--- config.mk ---
export PLATFORM = sky130hd
export DESIGN_NAME = txr_engine
export DESIGN_NICKNAME = d
export VERILOG_FILES = /design/src/rtl/txr_pkg.sv /design/src/rtl/txr_ring_step.sv /design/src/rtl/txr_len_calc.sv /design/src/rtl/txr_lane.sv /design/src/rtl/txr_engine.sv
export SDC_FILE = /design/constraint.sdc
export NUM_CORES = 1
export LEC_CHECK = 0
export ABC_CLOCK_PERIOD_IN_PS = 4300
export CELL_PAD_IN_SITES_DETAIL_PLACEMENT = 2
export CELL_PAD_IN_SITES_GLOBAL_PLACEMENT = 2
export CORE_MARGIN = 2
export CORE_UTILIZATION = 38
export DETAILED_ROUTE_END_ITERATION = 6
export DONT_BUFFER_PORTS = 1
export HOLD_SLACK_MARGIN = 0.1
export PLACE_DENSITY_LB_ADDON = 0.1
export SLEW_MARGIN = 0
export SYNTH_ARGS = -nofsm -noshare
export SYNTH_HDL_FRONTEND = slang
export SYNTH_SLANG_ARGS = --single-unit
--- constraint.sdc ---
create_clock -name clk -period 4.3 [get_ports clk]
set_clock_uncertainty 0.05 [all_clocks]
set_input_delay 0 -clock clk [delete_from_list [all_inputs] [get_ports clk]]
set_output_delay 0 -clock clk [all_outputs]
set_load 0.03 [all_outputs]
--- src/rtl/txr_pkg.sv ---
// Shared definitions for the transmit descriptor ring engine.
// Assumes descriptors are two 32-bit words: control word, then buffer address.
package txr_pkg;
    localparam int OWN_BIT = 31;   // engine may process the descriptor
    localparam int END_BIT = 30;   // last fragment of the frame
    localparam int PAD_LO  = 22;   // 2-bit pad code at [23:22]
    localparam int LEN_W   = 16;   // fragment length field width

    typedef enum logic [3:0] {
        S_IDLE, S_SCAN, S_CHECK, S_HDR, S_BUF, S_DATA, S_EMIT, S_NEXT, S_REL
    } txr_state_e;
endpackage

--- src/rtl/txr_ring_step.sv ---
// Computes the ring index that follows idx, returning to 0 after ring_len-1.
// Assumes ring_len is at least 1.
module txr_ring_step #(
    parameter int IW = 8
) (
    input  logic [IW-1:0] idx,
    input  logic [IW-1:0] ring_len,
    output logic [IW-1:0] nxt
);
    // wrap or increment
    assign nxt = (idx == ring_len - 1'b1) ? '0 : idx + 1'b1;
endmodule

--- src/rtl/txr_len_calc.sv ---
// Turns a summed fragment length and a pad code into the sent length,
// and flags frames above the length limit. Clamps at zero.
module txr_len_calc #(
    parameter int SW     = 24,
    parameter int MAXLEN = 18000
) (
    input  logic [SW-1:0] sum,
    input  logic [1:0]    pad,
    output logic [SW-1:0] flen,
    output logic          over
);
    logic [1:0] trim;
    // bytes removed: (4 - pad) mod 4 equals (-pad) mod 4
    assign trim = 2'd0 - pad;
    // trimmed length
    assign flen = (sum > SW'(trim)) ? sum - SW'(trim) : '0;
    // limit test
    assign over = flen > SW'(MAXLEN);
endmodule

--- src/rtl/txr_lane.sv ---
// Selects one byte of a 32-bit word; lane 0 is the least significant byte.
module txr_lane (
    input  logic [31:0] word,
    input  logic [1:0]  sel,
    output logic [7:0]  lane_byte
);
    // byte lane mux
    assign lane_byte = word[{sel, 3'b000} +: 8];
endmodule

--- src/rtl/txr_engine.sv ---
// Transmit descriptor ring engine for one channel.
// Walks a descriptor ring twice per frame: a scan pass sums lengths and finds
// the last fragment, a send pass streams bytes. Then it releases the first
// descriptor and signals completion. Assumes the memory holds mem_rdata valid
// while mem_ack is high, and that the ring holds a frame end before wrapping
// onto the frame's own first descriptor.
module txr_engine #(
    parameter int AW     = 16,
    parameter int IW     = 8,
    parameter int MAXLEN = 18000,
    parameter int BURST  = 16
) (
    input  logic          clk,
    input  logic          rst_n,
    input  logic          tx_en,
    input  logic          kick,
    input  logic [AW-1:0] ring_base,
    input  logic [IW-1:0] ring_len,
    output logic          mem_req,
    output logic          mem_we,
    output logic [AW-1:0] mem_addr,
    output logic [31:0]   mem_wdata,
    input  logic          mem_ack,
    input  logic [31:0]   mem_rdata,
    output logic          out_valid,
    output logic [7:0]    out_byte,
    output logic          out_sof,
    output logic          out_eof,
    output logic          tx_irq,
    output logic          tx_drop
);
    import txr_pkg::*;

    localparam int SW = LEN_W + IW;
    localparam int CW = $clog2(BURST + 1);

    txr_state_e          st_q;
    logic [IW-1:0]       head_q, cur_q, last_q;
    logic [SW-1:0]       sum_q, left_q;
    logic [LEN_W-1:0]    frag_q;
    logic [1:0]          pad_q, lane_q;
    logic [AW-1:0]       buf_q;
    logic [31:0]         word_q;
    logic [CW-1:0]       cnt_q;
    logic                first_q, drop_q;

    logic [IW-1:0]       cur_nxt, last_nxt;
    logic [SW-1:0]       flen;
    logic                over;
    logic [7:0]          lane_byte;
    logic [AW-1:0]       cur_addr, head_addr;
    logic [LEN_W-1:0]    rd_len;

    txr_ring_step #(.IW(IW)) u_step_cur  (.idx(cur_q),  .ring_len(ring_len), .nxt(cur_nxt));
    txr_ring_step #(.IW(IW)) u_step_last (.idx(last_q), .ring_len(ring_len), .nxt(last_nxt));
    txr_len_calc  #(.SW(SW), .MAXLEN(MAXLEN)) u_len (.sum(sum_q), .pad(pad_q), .flen(flen), .over(over));
    txr_lane u_lane (.word(word_q), .sel(lane_q), .lane_byte(lane_byte));

    assign cur_addr  = ring_base + AW'({cur_q, 1'b0});
    assign head_addr = ring_base + AW'({head_q, 1'b0});
    assign rd_len    = mem_rdata[LEN_W-1:0];

    // memory request decode from the current state
    always_comb begin
        mem_req   = 1'b0;
        mem_we    = 1'b0;
        mem_addr  = cur_addr;
        mem_wdata = '0;
        unique case (st_q)
            S_SCAN, S_HDR: mem_req = 1'b1;
            S_BUF:  begin mem_req = 1'b1; mem_addr = cur_addr + 1'b1; end
            S_DATA: begin mem_req = 1'b1; mem_addr = buf_q; end
            S_REL:  begin mem_req = 1'b1; mem_we = 1'b1; mem_addr = head_addr; end
            default: ;
        endcase
    end

    // control sequencer: scan, length check, send, release
    always_ff @(posedge clk) begin
        if (!rst_n) begin
            st_q <= S_IDLE;  head_q <= '0;  cur_q <= '0;  last_q <= '0;
            sum_q <= '0;  left_q <= '0;  frag_q <= '0;  pad_q <= '0;
            lane_q <= '0;  buf_q <= '0;  word_q <= '0;  cnt_q <= '0;
            first_q <= 1'b0;  drop_q <= 1'b0;
            out_valid <= 1'b0;  out_byte <= '0;  out_sof <= 1'b0;  out_eof <= 1'b0;
            tx_irq <= 1'b0;  tx_drop <= 1'b0;
        end else begin
            out_valid <= 1'b0;  out_sof <= 1'b0;  out_eof <= 1'b0;
            tx_irq <= 1'b0;  tx_drop <= 1'b0;
            unique case (st_q)
                S_IDLE: if (kick && tx_en) begin
                    cur_q <= head_q;  sum_q <= '0;  cnt_q <= '0;  st_q <= S_SCAN;
                end
                S_SCAN: if (mem_ack) begin
                    if (!mem_rdata[OWN_BIT]) begin
                        st_q <= S_IDLE;
                    end else begin
                        sum_q <= sum_q + SW'(rd_len);
                        if (mem_rdata[END_BIT]) begin
                            last_q <= cur_q;
                            pad_q  <= mem_rdata[PAD_LO +: 2];
                            st_q   <= S_CHECK;
                        end else begin
                            cur_q <= cur_nxt;
                        end
                    end
                end
                S_CHECK: begin
                    drop_q  <= over;
                    tx_drop <= over;
                    left_q  <= flen;
                    cur_q   <= head_q;
                    first_q <= 1'b1;
                    st_q    <= (over || flen == '0) ? S_REL : S_HDR;
                end
                S_HDR: if (mem_ack) begin
                    frag_q <= rd_len;  st_q <= S_BUF;
                end
                S_BUF: if (mem_ack) begin
                    buf_q <= mem_rdata[AW-1:0];
                    st_q  <= (frag_q == '0) ? S_NEXT : S_DATA;
                end
                S_DATA: if (mem_ack) begin
                    word_q <= mem_rdata;  lane_q <= '0;  st_q <= S_EMIT;
                end
                S_EMIT: begin
                    out_valid <= 1'b1;
                    out_byte  <= lane_byte;
                    out_sof   <= first_q;
                    out_eof   <= (left_q == SW'(1));
                    first_q   <= 1'b0;
                    left_q    <= left_q - 1'b1;
                    frag_q    <= frag_q - 1'b1;
                    lane_q    <= lane_q + 1'b1;
                    if (left_q == SW'(1))           st_q <= S_REL;
                    else if (frag_q == LEN_W'(1))   st_q <= S_NEXT;
                    else if (lane_q == 2'd3) begin
                        buf_q <= buf_q + 1'b1;  st_q <= S_DATA;
                    end
                end
                S_NEXT: begin
                    cur_q <= cur_nxt;  st_q <= S_HDR;
                end
                S_REL: if (mem_ack) begin
                    tx_irq <= !drop_q;
                    head_q <= last_nxt;
                    cur_q  <= last_nxt;
                    sum_q  <= '0;
                    cnt_q  <= cnt_q + 1'b1;
                    st_q   <= (cnt_q + 1'b1 == CW'(BURST) || !tx_en) ? S_IDLE : S_SCAN;
                end
                default: st_q <= S_IDLE;
            endcase
        end
    end

    // byte count of the frame on the stream, for the length assertion
    logic [SW-1:0] seen_q;
    always_ff @(posedge clk) begin
        if (!rst_n)         seen_q <= '0;
        else if (out_valid) seen_q <= out_sof ? SW'(1) : seen_q + 1'b1;
    end

    AST_REQ_HOLD: assert property (@(posedge clk) disable iff (!rst_n)
        mem_req && !mem_ack |=> mem_req && $stable(mem_addr));
    AST_IRQ_AFTER_RELEASE: assert property (@(posedge clk) disable iff (!rst_n)
        tx_irq |-> $past(mem_req && mem_we && mem_ack && mem_wdata == '0));
    AST_PULSE_EXCL: assert property (@(posedge clk) disable iff (!rst_n)
        $onehot0({tx_irq, tx_drop}));
    AST_FRAME_LIMIT: assert property (@(posedge clk) disable iff (!rst_n)
        out_valid && out_eof && !out_sof |-> seen_q + 1'b1 <= SW'(MAXLEN));
    AST_MARK_VALID: assert property (@(posedge clk) disable iff (!rst_n)
        (out_sof || out_eof) |-> out_valid);
    AST_BURST_BOUND: assert property (@(posedge clk) disable iff (!rst_n)
        cnt_q <= CW'(BURST));
    AST_IDLE_QUIET: assert property (@(posedge clk) disable iff (!rst_n)
        $past(st_q == S_IDLE && !tx_en) |-> !mem_req);
endmodule

==> results of run 1 <==
what timing repair did:
action,in CTS,in global routing
hold buffers,52,0
hold endpoints to repair,144,0
gates resized for setup,0,0
flip-flops by register name, indices dropped and copies added, names as in the netlist, 2 cells and up:
| name | cells |
|---|---|
| buf_q | 16 |
| cnt_q | 5 |
| cur_q | 8 |
| frag_q | 16 |
| head_q | 8 |
| lane_q | 2 |
| last_q | 8 |
| left_q | 24 |
| out_byte | 8 |
| pad_q | 2 |
| st_q | 4 |
| sum_q | 24 |
| word_q | 32 |
tightest hold or removal path, stage by stage:
cell and delay [ns]:
nand3_1 0.05, o22ai_1 0.08, nand2_1 0.09, o311a_1 0.18, o21ai_0 0.09, a21oi_1 0.11
synth_stat cells, types with 18 or more instances:
| cell | number |
|---|---|
| nand3_1 | 78 |
| dfxtp_1 | 164 |
| xor2_1 | 48 |
| xnor2_1 | 55 |
| nor2_1 | 153 |
| a22oi_1 | 18 |
| ha_1 | 45 |
| buf_4 | 32 |
| nor3_1 | 49 |
| nand2_1 | 212 |
| a21oi_1 | 165 |
| o21ai_0 | 94 |
| clkbuf_1 | 73 |
| inv_1 | 24 |
| and3_1 | 31 |
| nor4_1 | 19 |
layout make-up:
| class | instances | area, sq um |
|---|---|---|
| Fill cell | 3525 | 17320 |
| Multi-Input combinational cell | 1288 | 7819 |
| Sequential cell | 164 | 3283 |
| Timing Repair Buffer | 80 | 740.7 |
| Tap cell | 396 | 495.5 |
| Clock buffer | 20 | 456.7 |
| Clock inverter | 12 | 118.9 |
| Inverter | 27 | 103.9 |
| Antenna cell | 4 | 10.01 |
routing by layer:
layer	GRT usage	vias up
met4	0.1379	0
met2	0.5441	332
li1	-	5643
met3	0.06128	126
met5	0	-
met1	0.3679	6150
per-stage QoR:
step / power, W / utilization / area (sq um)
after floorplan: 0.004455 / - / 11770
after global placement: 0.005320 / 0.3925 / 11910
after detailed placement: 0.005414 / 0.3925 / 11910
after CTS: 0.007073 / 0.4289 / 13020
after global routing: 0.007552 / 0.4292 / 13030
final: 0.007115 / 0.4293 / 13030
power by group:
group	switching [W]	internal, W
clock network	0.000747	0.000842
registers	0.000266	0.00166
logic	0.00240	0.00120
kinds of logic after synthesis:
family	count (synthesis)	synth area share
xor+xnor	103	0.07744
compound gates	441	0.2393
simple gates	645	0.2631
flops	164	0.2818
fa+ha+maj	49	0.05521
other cells	1	0.0003219
mux	18	0.02449
buf+inv	145	0.05832
how the worst max path moves through the flow:
stage	start	end	slack (ns)	cells past startpoint
floorplan	cur_q[0]	mem_addr[15]	1.05	10
global placement	cur_q[0]	mem_addr[12]	0.99	11
detailed placement	pad_q[0]	st_q[0]	0.85	10
CTS	cur_q[0]	mem_addr[12]	0.39	11
global route	cur_q[0]	mem_addr[14]	0.12	10
finish	cur_q[0]	mem_addr[12]	0.43	11
==> impl_metrics.env, run 1 <==
export IMPL_layout_drive_gt1_share=0.06977
export IMPL_fin_cells=1991
export IMPL_rr_worst_depth=8
export IMPL_drt_total_wl_mm=49.97
export IMPL_hold_path_class="primary input to flop"
export IMPL_clk_pin_slew_ns=0.07
export IMPL_dp_hpwl_mm=33.63
export IMPL_io_buffers=0
export IMPL_yosysTopAreaCellShare=0.2818
export IMPL_worstReg2RegStart="st_q[0]"
export IMPL_crit_arrival_ns=3.82
export IMPL_hold_path_startpoint="mem_rdata[31]"
export IMPL_die_area_sq_um=32070
export IMPL_first_global_vias=12880
export IMPL_rows=64
export IMPL_max_stage_delay_ns=0.54
export IMPL_r2r_end="buf_q[15]"
export IMPL_layout_setup_ws_ns=0.4310
export IMPL_grt_max_degree=64
export IMPL_top_layer_used="met4"
export IMPL_cts_sinks=164
export IMPL_whs_ns=0.1290
export IMPL_crit_chain="ha_1 > fa_1 > a211oi_1 > nor2_1 > xor2_1 > nand4_1 > nor4_1 > and3_1 > xnor2_1 > o221ai_1 > buf_4"
export IMPL_crit_fanout=8
export IMPL_cp_end_kind="primary output"
export IMPL_tightest_slew_ns=1.207
export IMPL_syn_area_sq_um=11650
export IMPL_finalHoldViolCount=0
export IMPL_required_ns=4.25
export IMPL_post_cts_buffers=0
export IMPL_area_growth_synth_to_final_pct=11.84
export IMPL_netlist_instances=1566
export IMPL_ant_nets=0
export IMPL_place_worst_setup_slack_ns=0.8534
export IMPL_crit_type="flop to primary output"
export IMPL_slew_headroom=0.1923
export IMPL_critPathTopFamily="simple AND/OR/NAND/NOR gates"
export IMPL_antenna_found_initial=6
export IMPL_cts_root_buffer="clkbuf_16"
export IMPL_wire_per_inst_microns=25.10
export IMPL_p_per_area_nw_per_um2=546.2
export IMPL_pin_count=124
export IMPL_overflow=0
export IMPL_vias=12250
export IMPL_syn_area_per_cell_sq_um=7.438
export IMPL_synth_edff_count=0
export IMPL_synthFlopType="dfxtp_1"
export IMPL_place_gp_congestion=0.8705
export IMPL_grt_util_all_layers=0.3115
export IMPL_nets=1688
export IMPL_htree_num_levels=4
export IMPL_startpoint_type="flop"
export IMPL_cpMaxStageDelayCell="nor4_1"
export IMPL_whs_path_depth=6
export IMPL_vdd_drop_max_uv=333.3
export IMPL_dieHeight_microns=179.1
export IMPL_start_util=0.3838
export IMPL_layout_common_cells="nand2_1, a21oi_1, dfxtp_1"
export IMPL_leakage_nw=4.984
export IMPL_tritoncts="built"
export IMPL_coreArea_sq_um=30350
export IMPL_r2r_setup_slack_ns=0.55
export IMPL_setup_viol=0
export IMPL_firstDrtPassIters=5
export IMPL_dp_cells=1903
export IMPL_tns_ns=0
export IMPL_clk_insertion_delay_late_ns=0.47
export IMPL_ys_types=89
export IMPL_synth_area_leaders="dfxtp_1, a21oi_1, nand2_1, nor2_1, ha_1"
export IMPL_wl_met1_mm=20.58
export IMPL_yosys_warnings=0
export IMPL_fin_crit_ns=3.869
export IMPL_final_common_cell="nand2_1"
export IMPL_crit_buf_inv=1
export IMPL_ys_seq_area_frac=0.2818
export IMPL_period_share=0.8998
export IMPL_synth_async_reset_ratio=0
export IMPL_dr_wl_met3_mm=2.359
export IMPL_outcome="complete, no violations"
export IMPL_vias_per_cell=6.153
export IMPL_drv_cap=0
export IMPL_synth_seq_cells=164
export IMPL_clockBufferDepth=2
export IMPL_grt_pass1_wl_mm=76.13
export IMPL_die_w_microns=179.1
export IMPL_grt_setup_unrepaired="false"
export IMPL_drcViolationCount=0
export IMPL_synth_area_leader_cell="dfxtp_1"
export IMPL_timing_fmax_mhz=258.5
export IMPL_cts_inserted_buffers=17
export IMPL_detail_route_iter0_violations=769
export IMPL_dr_wl_met2_mm=25.01
export IMPL_slew_viol_final=0
export IMPL_holdPathEnd="st_q[1]"
Note: power is estimated with default switching activity, not from simulation.
==> run 2, diff against run 1 <==
--- a/config.mk
+++ b/config.mk
@@ -10,2 +10,3 @@
 export CELL_PAD_IN_SITES_GLOBAL_PLACEMENT = 2
+export CORE_ASPECT_RATIO = 0.9
 export CORE_MARGIN = 2
==> constraint.sdc (replaced) <==
create_clock -name clk -period 4.3 [get_ports clk]
set_clock_uncertainty 0.05 [all_clocks]
set_input_delay 0.86 -clock clk [delete_from_list [all_inputs] [get_ports clk]]
set_output_delay 0.86 -clock clk [all_outputs]
set_load 0.03 [all_outputs]
==> run 2 against run 1 <==
Net effect:
- total power grew 5.7%
- register-to-register slack is essentially flat
- combinational power is 11% higher
- highest routed layer unchanged
- worst hold slack improved by 0.28 ns
- sequential cell count unchanged
- clock power barely moved
- via count shrank 1.6%
==> impl_metrics.env, run 2 (same netlist as run 1, synthesis figures left out) <==
export IMPL_io_buffers=0
export IMPL_fillerInstances=3463
export IMPL_crit_arrival_ns=3.39
export IMPL_grt_pass1_wl_mm=74.10
export IMPL_area_growth_synth_to_final_pct=11.92
export IMPL_cts_inserted_buffers=17
export IMPL_largest_register="word_q"
export IMPL_wire_per_inst_microns=23.88
export IMPL_final_common_cell="nand2_1"
export IMPL_top_regs="word_q: 32 flops, left_q: 24 flops, sum_q: 24 flops"
export IMPL_cp_end_kind="primary output"
export IMPL_clk_pin_slew_ns=0.07
export IMPL_period_share=0.9991
export IMPL_coreArea_sq_um=30030
export IMPL_drt_total_wl_mm=47.33
export IMPL_drv_cap=0
export IMPL_first_global_vias=12790
export IMPL_overflow=0
export IMPL_tritoncts="built"
export IMPL_layout_common_cells="nand2_1, dfxtp_1, a21oi_1"
export IMPL_dieHeight_microns=170.1
export IMPL_fin_crit_ns=4.296
export IMPL_leakage_nw=4.960
export IMPL_die_w_microns=188.6
export IMPL_hold_path_class="flop to flop"
export IMPL_clockBufferDepth=2
export IMPL_vias=12060
export IMPL_drcViolationCount=0
export IMPL_finalHoldViolCount=0
export IMPL_p_per_area_nw_per_um2=576.6
export IMPL_firstDrtPassIters=6
export IMPL_crit_type="primary input to primary output"
export IMPL_fin_cells=1982
export IMPL_grt_max_degree=77
export IMPL_grt_util_all_layers=0.2935
export IMPL_crit_fanout=3
export IMPL_slew_headroom=0.2028
export IMPL_antenna_found_initial=1
export IMPL_multi_input_area_sq_um=7980
export IMPL_detail_route_iter0_violations=732
export IMPL_seqCellArea_sq_um=3284
export IMPL_grt_setup_unrepaired="true"
export IMPL_dp_cells=1942
export IMPL_crit_buf_inv=2
export IMPL_layout_setup_ws_ns=0.003755
export IMPL_die_area_sq_um=32070
export IMPL_htree_num_levels=4
export IMPL_required_ns=3.39
export IMPL_nets=1675
export IMPL_startpoint_type="primary input"
export IMPL_cpMaxStageDelayCell="a2111o_1"
export IMPL_pin_count=124
export IMPL_dp_hpwl_mm=33.54
export IMPL_largest_register_ffs=32
export IMPL_layout_drive_gt1_share=0.1109
export IMPL_clk_insertion_delay_late_ns=0.45
export IMPL_start_util=0.3879
export IMPL_crit_chain="ha_4 > fa_2 > a211oi_4 > nor2_2 > xor2_2 > nand4_1 > buf_4 > a2111o_1 > a21oi_2 > o32a_1 > nand3_2 > buf_12"
export IMPL_place_gp_congestion=0.8510
export IMPL_rows=60
export IMPL_slew_viol_final=0
export IMPL_ant_nets=0
export IMPL_ctsHoldBuffers=0
export IMPL_tightest_slew_ns=1.193
export IMPL_vias_per_cell=6.083
export IMPL_critPathTopFamily="compound AO/OA/AOI/OAI gates"
export IMPL_max_stage_delay_ns=0.39
export IMPL_cts_root_buffer="clkbuf_16"
export IMPL_setup_viol=0
export IMPL_vdd_drop_max_uv=314.1
export IMPL_cts_sinks=164
export IMPL_outcome="complete, no violations"
export IMPL_place_worst_setup_slack_ns=-0.2593
export IMPL_timing_fmax_mhz=232.8
run 2: cell types whose count changed in the layout (fill, tap and decap cells not counted), sizes merged:
| cell | change |
|---|---|
| diode | -3 |
| clkinvlp | +1 |
| inv | +3 |
| clkbuf | -3 |
| dlygate4sd3 | -51 |
| clkinv | -1 |
| buf | +38 |
run 2: area by class of cell:
cell class,instances,share of cell area
timing repair buffer,67,0.04232
sequential,164,0.2519
inverter,27,0.007965
multi-input combinational,1288,0.6121
tap,403,0.03868
clock buffer,17,0.03263
antenna,1,0.0001919
clock inverter,15,0.01420
run 2: what timing repair did:
| item | CTS | global route |
|---|---|---|
| gates resized for setup | 16 | 12 |
| pin swaps | 13 | 11 |
| setup buffers | 4 | 4 |
| setup endpoints to repair | 6 | 7 |
| endpoints found under the hold margin | 0 | 0 |
run 2: routing by layer:
layer  wire, microns  track usage  vias to the layer above
li1                -            -                     5616
met1           21930       0.3909                     6094
met2           21960       0.4848                      286
met3            2495      0.05981                       61
met4             942      0.07575                        0
met5               0            0                        -
run 2: path summary, 6_finish.rpt:
kind                        to         start  slack, ns  depth (start not counted)
setup / recovery  mem_addr[10]  ring_base[1]      0.004                         12
hold / removal      word_q[25]    word_q[25]       0.41                          2
setup reg to reg       st_q[0]      pad_q[0]       0.54                         10
hold reg to reg     word_q[25]    word_q[25]       0.41                          2
run 2: per-stage QoR:
step                setup TNS [ns]  cell area [sq um]  power (W)  hold WS [ns]    util
detailed placement          -1.133              12240   0.005672        0.3976  0.4075
finish                           0              13040   0.007518        0.4094  0.4342
global route               -0.4658              13040   0.007969        0.4240  0.4341
floorplan                        0              11800   0.004483        0.3456       -
global placement           -0.3291              12240   0.005547        0.3906  0.4075
CTS                              0              12940   0.007408        0.4072  0.4310
run 2: where the power goes:
part | total [W] | switching, W | internal (W)
logic | 0.00400 | 0.00256 | 0.00144
clock network | 0.00162 | 0.000783 | 0.000839
registers | 0.00189 | 0.000236 | 0.00166
run 2: worst register-to-register path: cells and delay by family, from the launching register on:
family	cells	cell delay (ns)
DFF	1	0.41
adders and majority gates	1	0.40
xor gates and xnor gates	1	0.39
AOI/OAI and AO/OA	6	1.59
and+or+nand+nor	2	0.80
